==> src/rtl/dual_chan_irq_vec.sv <==
module dual_chan_irq_vec #(
  parameter logic [7:0] VEC_INIT = 8'h00
) (
  input  logic       clk,
  input  logic       rst_n,
  input  logic [7:0] cfg_a,
  input  logic [7:0] cfg_b,
  input  logic [1:0] ev_tx,
  input  logic [1:0] ev_ext,
  input  logic [1:0] ev_rx,
  input  logic [1:0] ev_perr,
  input  logic [1:0] ev_ferr,
  input  logic [1:0] cmd_ext_rst,
  input  logic [1:0] cmd_tx_rst,
  input  logic [1:0] cmd_err_rst,
  input  logic [1:0] cmd_rearm,
  input  logic [1:0] tx_load,
  input  logic [1:0] rx_take,
  input  logic       ack,
  input  logic       reti,
  input  logic       wr_en,
  input  logic       wr_chan,
  input  logic [7:0] wr_data,
  input  logic       rd_chan,
  input  logic       rd_sel,
  output logic [7:0] rd_data,
  output logic       irq,
  output logic       pend
);

  logic [7:0] cfg [2];
  assign cfg[0] = cfg_a;
  assign cfg[1] = cfg_b;

  logic [1:0] p_tx, p_ext, p_rx, p_spc;
  logic [1:0] a_tx, a_ext, a_rx, a_spc;

  for (genvar c = 0; c < 2; c++) begin : g_ch
    logic [1:0] mode;
    logic       rx_on, first, rx_set, spc_set;
    logic       t_q, e_q, r_q, s_q, arm_q;

    assign mode    = cfg[c][4:3];
    assign rx_on   = mode != 2'd0;
    assign first   = (mode == 2'd1) & arm_q;
    assign rx_set  = (ev_rx[c] & (first | mode[1])) | (ev_perr[c] & (mode == 2'd3));
    assign spc_set = rx_on & (ev_ferr[c] | (ev_perr[c] & (mode != 2'd3)));

    always_ff @(posedge clk or negedge rst_n) begin
      if (!rst_n) begin
        t_q   <= 1'b0;
        e_q   <= 1'b0;
        r_q   <= 1'b0;
        s_q   <= 1'b0;
        arm_q <= 1'b1;
      end else begin
        t_q   <= (ev_tx[c] & cfg[c][1]) | (t_q & ~(cmd_tx_rst[c] | tx_load[c]));
        e_q   <= (ev_ext[c] & cfg[c][0]) | (e_q & ~cmd_ext_rst[c]);
        r_q   <= rx_set | (r_q & ~rx_take[c]);
        s_q   <= spc_set | (s_q & ~cmd_err_rst[c]);
        arm_q <= cmd_rearm[c] | (arm_q & ~(ev_rx[c] & (mode == 2'd1)));
      end
    end

    assign p_tx[c]  = t_q;
    assign p_ext[c] = e_q;
    assign p_rx[c]  = r_q;
    assign p_spc[c] = s_q;
    assign a_tx[c]  = t_q & cfg[c][1];
    assign a_ext[c] = e_q & cfg[c][0];
    assign a_rx[c]  = r_q & rx_on;
    assign a_spc[c] = s_q & rx_on;
  end

  logic [2:0] code;
  always_comb begin
    if      (a_spc[0]) code = 3'd7;
    else if (a_rx[0])  code = 3'd6;
    else if (a_tx[0])  code = 3'd4;
    else if (a_ext[0]) code = 3'd5;
    else if (a_spc[1]) code = 3'd3;
    else if (a_rx[1])  code = 3'd2;
    else if (a_tx[1])  code = 3'd0;
    else if (a_ext[1]) code = 3'd1;
    else               code = 3'd3;
  end

  logic [7:0] vec_q, hold_q, vec_live;
  logic       in_svc;

  assign pend     = |{a_tx, a_ext, a_rx, a_spc};
  assign irq      = pend & ~in_svc;
  assign vec_live = cfg_b[2] ? {vec_q[7:4], code, vec_q[0]} : vec_q;

  always_ff @(posedge clk or negedge rst_n) begin
    if (!rst_n) begin
      vec_q  <= VEC_INIT;
      hold_q <= VEC_INIT;
      in_svc <= 1'b0;
    end else begin
      if (wr_en && wr_chan) vec_q <= wr_data;
      if (reti) begin
        in_svc <= 1'b0;
      end else if (ack && irq) begin
        in_svc <= 1'b1;
        hold_q <= vec_live;
      end
    end
  end

  always_comb begin
    case ({rd_sel, rd_chan})
      2'b00:   rd_data = {6'd0, pend, 1'b0};
      2'b11:   rd_data = in_svc ? hold_q : vec_live;
      default: rd_data = 8'h00;
    endcase
  end

endmodule


==> config.mk <==
export PLATFORM = sky130hd
export DESIGN_NAME = dual_chan_irq_vec
export DESIGN_NICKNAME = d
export VERILOG_FILES = /design/src/rtl/dual_chan_irq_vec.sv
export SDC_FILE = /design/constraint.sdc
export NUM_CORES = 1
export LEC_CHECK = 0
export BUFFER_PORTS_ARGS = -buffer_cell sky130_fd_sc_hd__buf_2
export CORE_MARGIN = 1
export CORE_UTILIZATION = 40
export DETAILED_ROUTE_END_ITERATION = 6
export PLACE_DENSITY = 0.72
export SLEW_MARGIN = 20
export SYNTH_ARGS = -nofsm -noshare
export SYNTH_HDL_FRONTEND = slang
export SYNTH_SLANG_ARGS = --single-unit
export TNS_END_PERCENT = 30
==> constraint.sdc <==
create_clock -name clk -period 1.9 [get_ports clk]
set_input_delay 0.285 -clock clk [delete_from_list [all_inputs] [get_ports clk]]
set_output_delay 0.285 -clock clk [all_outputs]
set_load 0.01 [all_outputs]
* After elaboration in Yosys (flattened, before gate mapping)
Index checks and enable logic that the tools add are counted.
** Word-level totals
- Logic and storage cells :: 106
- Output and inout port bits :: 10
- Input port bits :: 54
- Bits in registers :: 27
** Cells by class
- Bitwise logic cells :: 65
- Mux-type cells :: 13
- Equal/unequal tests :: 7
- Reduce and logical (&&, ||, !) cells :: 8
** Operators with widths (count)
- $and A1 B1 Y1 :: 35
- $or A1 B1 Y1 :: 18
- $pmux W8 S2 :: 1
- $mux W3 :: 4
- $not A1 Y1 :: 12
- $mux W2 :: 4
- $mux W8 :: 1
- $reduce_or A8 Y1 :: 1
- $eq A2 B2 Y1 const B :: 3
- $reduce_bool A2 Y1 :: 3
- $eq A2 B1 Y1 const B :: 2
- $mux W4 :: 1
- $ne A2 B2 Y1 const B :: 2
- $logic_and A1 B1 Y1 :: 2
- $logic_not A2 Y1 :: 1
- $mux W1 :: 2
- $reduce_and A2 Y1 :: 1

* Logic depth before layout (Yosys ltp)
Gate-level depths: netlist of run 1.
- Depth in word-level cells :: 12
- Gate-level depth with buffers :: 5
- Mapped depth without buffers :: 5

* Worst setup path before layout of run 1
No wires, ideal clock.
- Path kind :: register to register
- Start :: register g_ch[0].e_q
- End :: register hold_q[0]
- Data required time :: 1.775 ns
- Clock period less this slack :: 1.557 ns
- Path buffers :: 0
- Arrival time :: 1.432 ns
- Path slack :: 0.343 ns
- Stages on the path, launching flop included :: 5
- Setup time :: 0.125 ns
- Cells stage by stage :: dfrtp_1 > a22oi_1 > o2111ai_4 > nand3_4 > mux2_2
** Between the ends
- Word-level cells in the longest chain between the ends :: 5
** RTL lines
- start: declaration :: RTL line 41 : logic t_q, e_q, r_q, s_q, arm_q;
- start signal: assignment :: RTL line 58 : e_q <= (ev_ext[c] & cfg[c][0]) | (e_q & ~cmd_ext_rst[c]);
- $and A1 B1 Y1 :: RTL line 70 : assign a_ext[c] = e_q & cfg[c][0];
- $reduce_or A8 Y1 :: RTL line 91 : assign pend = |{a_tx, a_ext, a_rx, a_spc};
- net pend :: RTL line 28 : output logic pend
- $and A1 B1 Y1 :: RTL line 92 : assign irq = pend & ~in_svc;
- $logic_and A1 B1 Y1 :: RTL line 104 : end else if (ack && irq) begin
- $reduce_and A2 Y1 (no line)
- end signal: assignment :: RTL line 106 : hold_q <= vec_live;
- end: declaration :: RTL line 88 : logic [7:0] vec_q, hold_q, vec_live;
The timed path passes the listed nets, and every way through them passes these cells.
A chain may end at the register's enable or synchronous reset.

* Worst setup path after layout of run 1
- Start :: register g_ch[1].s_q
- End :: output rd_data[2]
** Between the ends
- Word-level cells in the longest chain between the ends :: 9
** RTL lines
- start: declaration :: RTL line 41
- start signal: assignment :: RTL line 60 : s_q <= spc_set | (s_q & ~cmd_err_rst[c]);
- $and A1 B1 Y1 :: RTL line 72 : assign a_spc[c] = s_q & rx_on;
- $mux W2 :: RTL line 81 : else if (a_spc[1]) code = 3'd3;
- $mux W3 :: RTL line 80 : else if (a_ext[0]) code = 3'd5;
- $mux W3 :: RTL line 79 : else if (a_tx[0]) code = 3'd4;
- $mux W3 :: RTL line 78 : else if (a_rx[0]) code = 3'd6;
- $mux W3 :: RTL line 77 : if (a_spc[0]) code = 3'd7;
- $mux W4 :: RTL line 93 : assign vec_live = cfg_b[2] ? {vec_q[7:4], code, vec_q[0]} : vec_q;
- $mux W8 :: RTL line 114 : 2'b11: rd_data = in_svc ? hold_q : vec_live;
- $pmux W8 S2 :: RTL line 112 : case ({rd_sel, rd_chan})
- end: declaration :: RTL line 26 : output logic [7:0] rd_data,
Every way passes these cells.

==> metrics.md, run 1 <==
| Metric | Value |
|---|---|
| H-tree depth | `1` |
| Final number of hold-violating endpoints | `0` |
| Power Total | `1.36 mW` |
| Die Y | `61.1 um` |
| Reg2reg start | `g_ch[0].s_q$_DFF_PN0_` |
| Max frequency | `515 MHz` |
| Placed cell count | `228` |
| EDFF count, synth | `0` |
| R2r worst-path depth | `5` |
| Leakage | `0.883 nW` |
| Clock tree buffer depth | `2` |
| Core Area | `3340 um^2` |
| Post-DP Area | `1740 um^2` |
| RSZ-0062 raised after global routing | `true` |
| HP Start | `cmd_ext_rst[1]` |
| Vias in the first global route | `1218` |
| Antenna fix cells | `0` |
| Max transition margin | `0.599` |
| Fin crit period | `1.94 ns` |
| Crit. End Element | `output port` |
| Cell area after layout | `1880 um^2` |
| Sequential fraction of the synthesis area | `0.485` |
| Post-synthesis cell area | `1400 um^2` |
| Peak supply drop | `0.000372 V` |
| Layout cell share with drive strength beyond 1 | `0.505` |
| DR vias | `1170` |
| Kind of critical path | `reg -> out` |
| DRT iter0 DRCs | `37` |
| Worst path required time | `1.62 ns` |
| Layout Cells excl Fill | `236` |
| Hold_ws | `0.125 ns` |
| Hold Crit Endpoint | `g_ch[1].e_q$_DFF_PN0_` |
| Largest net degree at the start of global routing | `28` |
| I/O Pins | `64` |
| Post-detailed-route count of antenna-violating nets | `0` |
| Syn_area_per_cell | `11.1 um^2` |
| Synth Net Count | `182` |
| Initial Util | `0.419` |
| Register bit count reported by yosys | `27` |
| Run status | `finished with violations` |
| Dpl ws | `0.143 ns` |
| Worst-path fanout max | `4` |
| Final period util | `1.02` |
| Top_reg_cell synth | `dfrtp_1` |
| Final TNS setup | `-0.0835 ns` |
| Total CTS buffers | `3` |
| Violations in the final reports | `negative setup slack` |
| Util after Layout | `0.562` |
| Commonest non-fill, non-tap cells in the layout | `buf_2 (55), dfrtp_1 (25), mux2_2 (15), nor2_1 (14), nand2_1 (9)` |
| Dpl hpwl | `2370 um` |
| Worst skew pair latency | `0.33 ns` |
| Fillcell total | `320` |
| Clock sink total | `27` |
| First-pass GRT wire length | `5020 um` |
| Most common cell after layout, fill and taps aside | `buf_2` |
| # setup viols final | `2` |
| Worst Setup Start Kind | `flop` |
| Number of max-slew violations in the final report | `0` |
| Fin nets | `247` |
| Synth-to-layout area growth | `34.2%` |
| Die Width | `61.1 um` |
| Mapped Cells | `126` |
| R2r endpoint | `hold_q[3]$_DFFE_PN0P_` |
| CTS root buf | `clkbuf_4` |
| Row Count | `21` |
| Hold Path Depth | `2` |
| R2R Setup Slk | `0.24 ns` |
| Max_cap viols | `0` |
| Remaining Overflow, GRT | `0` |
| Clock Skews | `0.0127 ns` |
| PnR worst setup slack | `-0.0419 ns` |
| Wire length per cell | `13.3 um` |
| Clk pin slew, worst setup/hold paths | `0.14 ns` |
| Power per standard cell area | `727 nW/um^2` |
| Initial antenna violation count | `0` |
| DRC errors left | `0` |
| Routability congestion estimate | `0.766` |
| Async SR Flop Fraction | `1.00` |
| Number of library cell types mapped by synthesis | `31` |
| Port bufs | `56` |
| Worst Max-Slew Pin Slew | `0.602 ns` |
| Ys Warns | `0` |
| Crit path arrival time | `1.66 ns` |
| TritonCTS clock tree | `built` |
| DRT Pass-1 Iters | `4` |
| Hold Path Class | `in -> reg` |
| Die ar. | `3740 um^2` |
| Via density per instance | `4.96` |
| Routed WL | `3150 um` |
| GRT Util Overall | `0.178` |
-- what timing repair did --
| item | in CTS | in global routing |
|---|---|---|
| setup buffers | 3 | 0 |
| setup endpoints to repair | 4 | 5 |
| pin swaps | 7 | 2 |
| gates resized for setup | 11 | 3 |
| endpoints found under the hold margin | 25 | 0 |
| hold buffers | 1 | 0 |
-- layout make-up --
| cell class | count | area (um^2) | share of cell area |
|---|---|---|---|
| Sequential cell | 27 | 678 | 0.361 |
| Inverter | 8 | 30.0 | 0.0160 |
| Clock buffer | 3 | 22.5 | 0.0120 |
| Multi-Input combinational cell | 90 | 753 | 0.401 |
| Timing Repair Buffer | 61 | 330 | 0.176 |
| Clock inverter | 1 | 5.00 | 0.00267 |
| Tap cell | 46 | 57.6 | 0.0307 |
-- critical path, cell delays in order (launching register included) --
cell and delay, ns:
dfrtp_1 0.44, o22a_2 0.22, o21ai_1 0.21, a31oi_2 0.14
a2bb2o_4 0.23, buf_6 0.11
-- synthesized netlist by cell type, types with 2 or more instances --
library cell,instances,area (um^2)
dfrtp_1,25,626
mux2_2,15,169
nor2_1,14,52.6
nand2_1,9,33.8
inv_1,8,30.0
o21ai_0,8,40.0
mux2i_1,7,70.1
a21oi_1,4,20.0
a22o_1,4,35.0
nor2b_1,3,18.8
a21o_1,2,15.0
a221o_1,2,20.0
a22oi_1,2,15.0
a31oi_1,2,12.5
dfstp_2,2,52.6
ha_1,2,25.0
nand3b_1,2,15.0
o22ai_1,2,12.5
-- cell families after synthesis --
kind of cell | after synthesis | synth area share
compound gates | 34 | 0.190
fa+ha+maj | 2 | 0.0179
buf+inv | 9 | 0.0241
flops | 27 | 0.485
mux | 22 | 0.171
simple gates | 32 | 0.113
-- report_power, final --
group	switching [mW]	total (mW)	internal [mW]
Combinational	0.166	0.372	0.206
Clock	0.170	0.249	0.0789
Sequential	0.0664	0.744	0.677
-- flip-flops by register name, summed over array words and instances, names as in the netlist --
register	flops
g_ch.t_q	2
g_ch.e_q	2
in_svc	1
vec_q	8
hold_q	8
g_ch.s_q	2
g_ch.arm_q	2
g_ch.r_q	2
-- how the worst max path moves through the flow --
| stage | startpoint | endpoint | slack, ns |
|---|---|---|---|
| after floorplan | g_ch[0].e_q$_DFF_PN0_ | hold_q[0]$_DFFE_PN0P_ | 0.34 |
| after global placement | cfg_b[3] | rd_data[1] | 0.15 |
| after detailed placement | cfg_b[3] | rd_data[1] | 0.14 |
| after CTS | g_ch[0].e_q$_DFF_PN0_ | rd_data[1] | -0.04 |
| after global routing | g_ch[0].e_q$_DFF_PN0_ | rd_data[3] | -0.12 |
| final | g_ch[1].s_q$_DFF_PN0_ | rd_data[2] | -0.04 |
-- metal layers --
layer	up-vias	routed length [um]	global-route usage
li1	586	-	-
met1	557	1380	0.212
met2	23	1660	0.332
met3	4	77	0.0210
met4	0	38	0.0552
met5	-	0	0
(Power assumes the default switching activity.)
==> inputs of run 2 (changes only) <==
--- a/config.mk
+++ b/config.mk
@@ -10,5 +10,5 @@
 export CORE_UTILIZATION = 40
 export DETAILED_ROUTE_END_ITERATION = 6
-export PLACE_DENSITY = 0.72
+export PLACE_DENSITY = 0.75
 export SLEW_MARGIN = 20
 export SYNTH_ARGS = -nofsm -noshare
==> constraint.sdc (replaced) <==
create_clock -name clk -period 1.7 [get_ports clk]
set_input_delay 0.17 -clock clk [delete_from_list [all_inputs] [get_ports clk]]
set_output_delay 0.17 -clock clk [all_outputs]
set_load 0.01 [all_outputs]
==> run 2 against run 1 <==
  * The run still ends with negative setup slack left
  * Combinational power is 13% higher
  * Sequential cell count stayed put
  * Clock power is 13% higher
  * Clock skew hardly changed
  * Die area stayed put
==> metrics.md, run 2 (same netlist as run 1, synthesis figures left out) <==
| Metric | Value |
|---|---|
| H-tree depth | `1` |
| Routability congestion estimate | `0.716` |
| Fin nets | `251` |
| PnR worst setup slack | `-0.0999 ns` |
| Post-detailed-route count of antenna-violating nets | `0` |
| # setup viols final | `5` |
| Biggest regs | `hold_q x8, vec_q x8` |
| Worst skew pair latency | `0.33 ns` |
| Final TNS setup | `-0.196 ns` |
| Kind of critical path | `reg -> out` |
| Most common cell after layout, fill and taps aside | `buf_2` |
| Remaining Overflow, GRT | `0` |
| Row Count | `21` |
| DR vias | `1214` |
| RSZ-0062 raised after global routing | `true` |
| DRT iter0 DRCs | `31` |
| Max incr delay on CP | `0.43 ns` |
| Die ar. | `3740 um^2` |
| Routed WL | `3210 um` |
| Fin crit period | `1.80 ns` |
| Worst Max-Slew Pin Slew | `0.595 ns` |
| Max transition margin | `0.604` |
| R2R Setup Slk | `0.05 ns` |
| Total CTS buffers | `3` |
| Final number of hold-violating endpoints | `0` |
| Number of max-slew violations in the final report | `0` |
| Core Area | `3340 um^2` |
| Violations in the final reports | `negative setup slack` |
| Die Y | `61.1 um` |
| Antenna fix cells | `0` |
| I/O Pins | `64` |
| Hold Path Class | `in -> reg` |
| Port bufs | `56` |
| Max frequency | `556 MHz` |
| Crit path arrival time | `1.63 ns` |
| Commonest non-fill, non-tap cells in the layout | `buf_2 (55), dfrtp_1 (25), mux2_2 (15), nor2_1 (14), nand2_1 (9)` |
| Die Width | `61.1 um` |
| Initial Util | `0.419` |
| Synth-to-layout area growth | `35.6%` |
| HP Start | `cmd_rearm[0]` |
| DRC errors left | `0` |
| Worst Setup Start Kind | `flop` |
| Clk pin slew, worst setup/hold paths | `0.14 ns` |
| Power per standard cell area | `805 nW/um^2` |
| Power Total | `1.53 mW` |
| TritonCTS clock tree | `built` |
| Clock sink total | `27` |
| Worst path required time | `1.53 ns` |
| Leakage | `0.893 nW` |
| Via density per instance | `5.06` |
| Peak supply drop | `0.000284 V` |
| Final period util | `1.06` |
| Max_cap viols | `0` |
| Hold Crit Endpoint | `g_ch[0].arm_q$_DFF_PN1_` |
| Layout cell share with drive strength beyond 1 | `0.495` |
| Worst-path fanout max | `4` |
| DRT Pass-1 Iters | `4` |
| R2r endpoint | `hold_q[6]$_DFFE_PN0P_` |
| R2r worst-path depth | `6` |
| Critical path's slowest cell | `dfrtp_1` |
| Reg2reg start | `g_ch[0].e_q$_DFF_PN0_` |
| Wire length per cell | `13.4 um` |
| Vias in the first global route | `1181` |
| Initial antenna violation count | `0` |
| Crit-path cells | `a22oi_2 > buf_4 > o2111ai_4 > a21oi_2 > a221oi_2 > buf_2` |
| Clock Skews | `0.0125 ns` |
| Crit. End Element | `output port` |
| Run status | `finished with violations` |
| First-pass GRT wire length | `4980 um` |
| Dpl ws | `0.0668 ns` |
| Clock tree buffer depth | `2` |
| CTS root buf | `clkbuf_4` |
| Dpl hpwl | `2340 um` |
| Largest net degree at the start of global routing | `28` |
| Hold_ws | `0.0215 ns` |
| Hold Path Depth | `2` |
| GRT Util Overall | `0.181` |
## run 2: changes by cell type in the layout (fill, tap and decap cells not counted), sizes merged
cell	previous run	this run
clkinv	1	0
clkinvlp	0	1
dlygate4sd3	1	5
## run 2: timing repair
action	4_1_cts	5_1_grt
gates resized for setup	10	1
setup endpoints to repair	3	12
endpoints found under the hold margin	26	3
pin swaps	7	5
hold buffers	2	3
buffers inserted	1	1
## run 2: power by group
part	switching, mW	leakage (nW)	internal (mW)
logic	0.187	0.567	0.232
clock network	0.191	0.0139	0.0900
registers	0.0707	0.312	0.757
total	0.449	0.893	1.08
## run 2: stage by stage
step           area, um^2  cells   util
3_3_place_gp         1750    229  0.524
6_report             1900    240  0.568
5_1_grt              1900    240  0.568
2_1_floorplan        1400    126      -
3_5_place_dp         1750    229  0.524
4_1_cts              1850    236  0.556
## run 2: worst max-delay path by stage
stage,startpoint,endpoint
global placement,g_ch[1].t_q$_DFF_PN0_,hold_q[7]$_DFFE_PN0P_
CTS,g_ch[0].e_q$_DFF_PN0_,rd_data[1]
detailed placement,g_ch[1].t_q$_DFF_PN0_,hold_q[6]$_DFFE_PN0P_
finish,g_ch[0].e_q$_DFF_PN0_,rd_data[1]
global route,g_ch[1].t_q$_DFF_PN0_,rd_data[1]
floorplan,g_ch[0].e_q$_DFF_PN0_,hold_q[0]$_DFFE_PN0P_
## run 2: metal layers
| layer | global-route usage | up-vias | part of all wire | wire length, um |
|---|---|---|---|---|
| met3 | 0.0273 | 2 | 0.043 | 137 |
| met1 | 0.211 | 581 | 0.41 | 1320 |
| met4 | 0.0584 | 0 | 0.0087 | 28 |
| li1 | - | 594 | - | - |
| met5 | 0 | - | 0 | 0 |
| met2 | 0.337 | 37 | 0.54 | 1730 |
## run 2: final cells by class
cell class / instances / area (um^2)
multi-input cells: 90 / 734
well taps: 46 / 57.6
clock buffers: 3 / 22.5
flip-flops and latches: 27 / 678
inverters: 8 / 30.0
clock inverters: 1 / 7.51
repair buffers: 65 / 367
fillers: 300 / 1440
## run 2: critical path, delay by kind of cell (launching register included)
family	cells	cell delay, ns
AOI/OAI and AO/OA	4	0.57
buffers and inverters	2	0.31
DFF	1	0.43
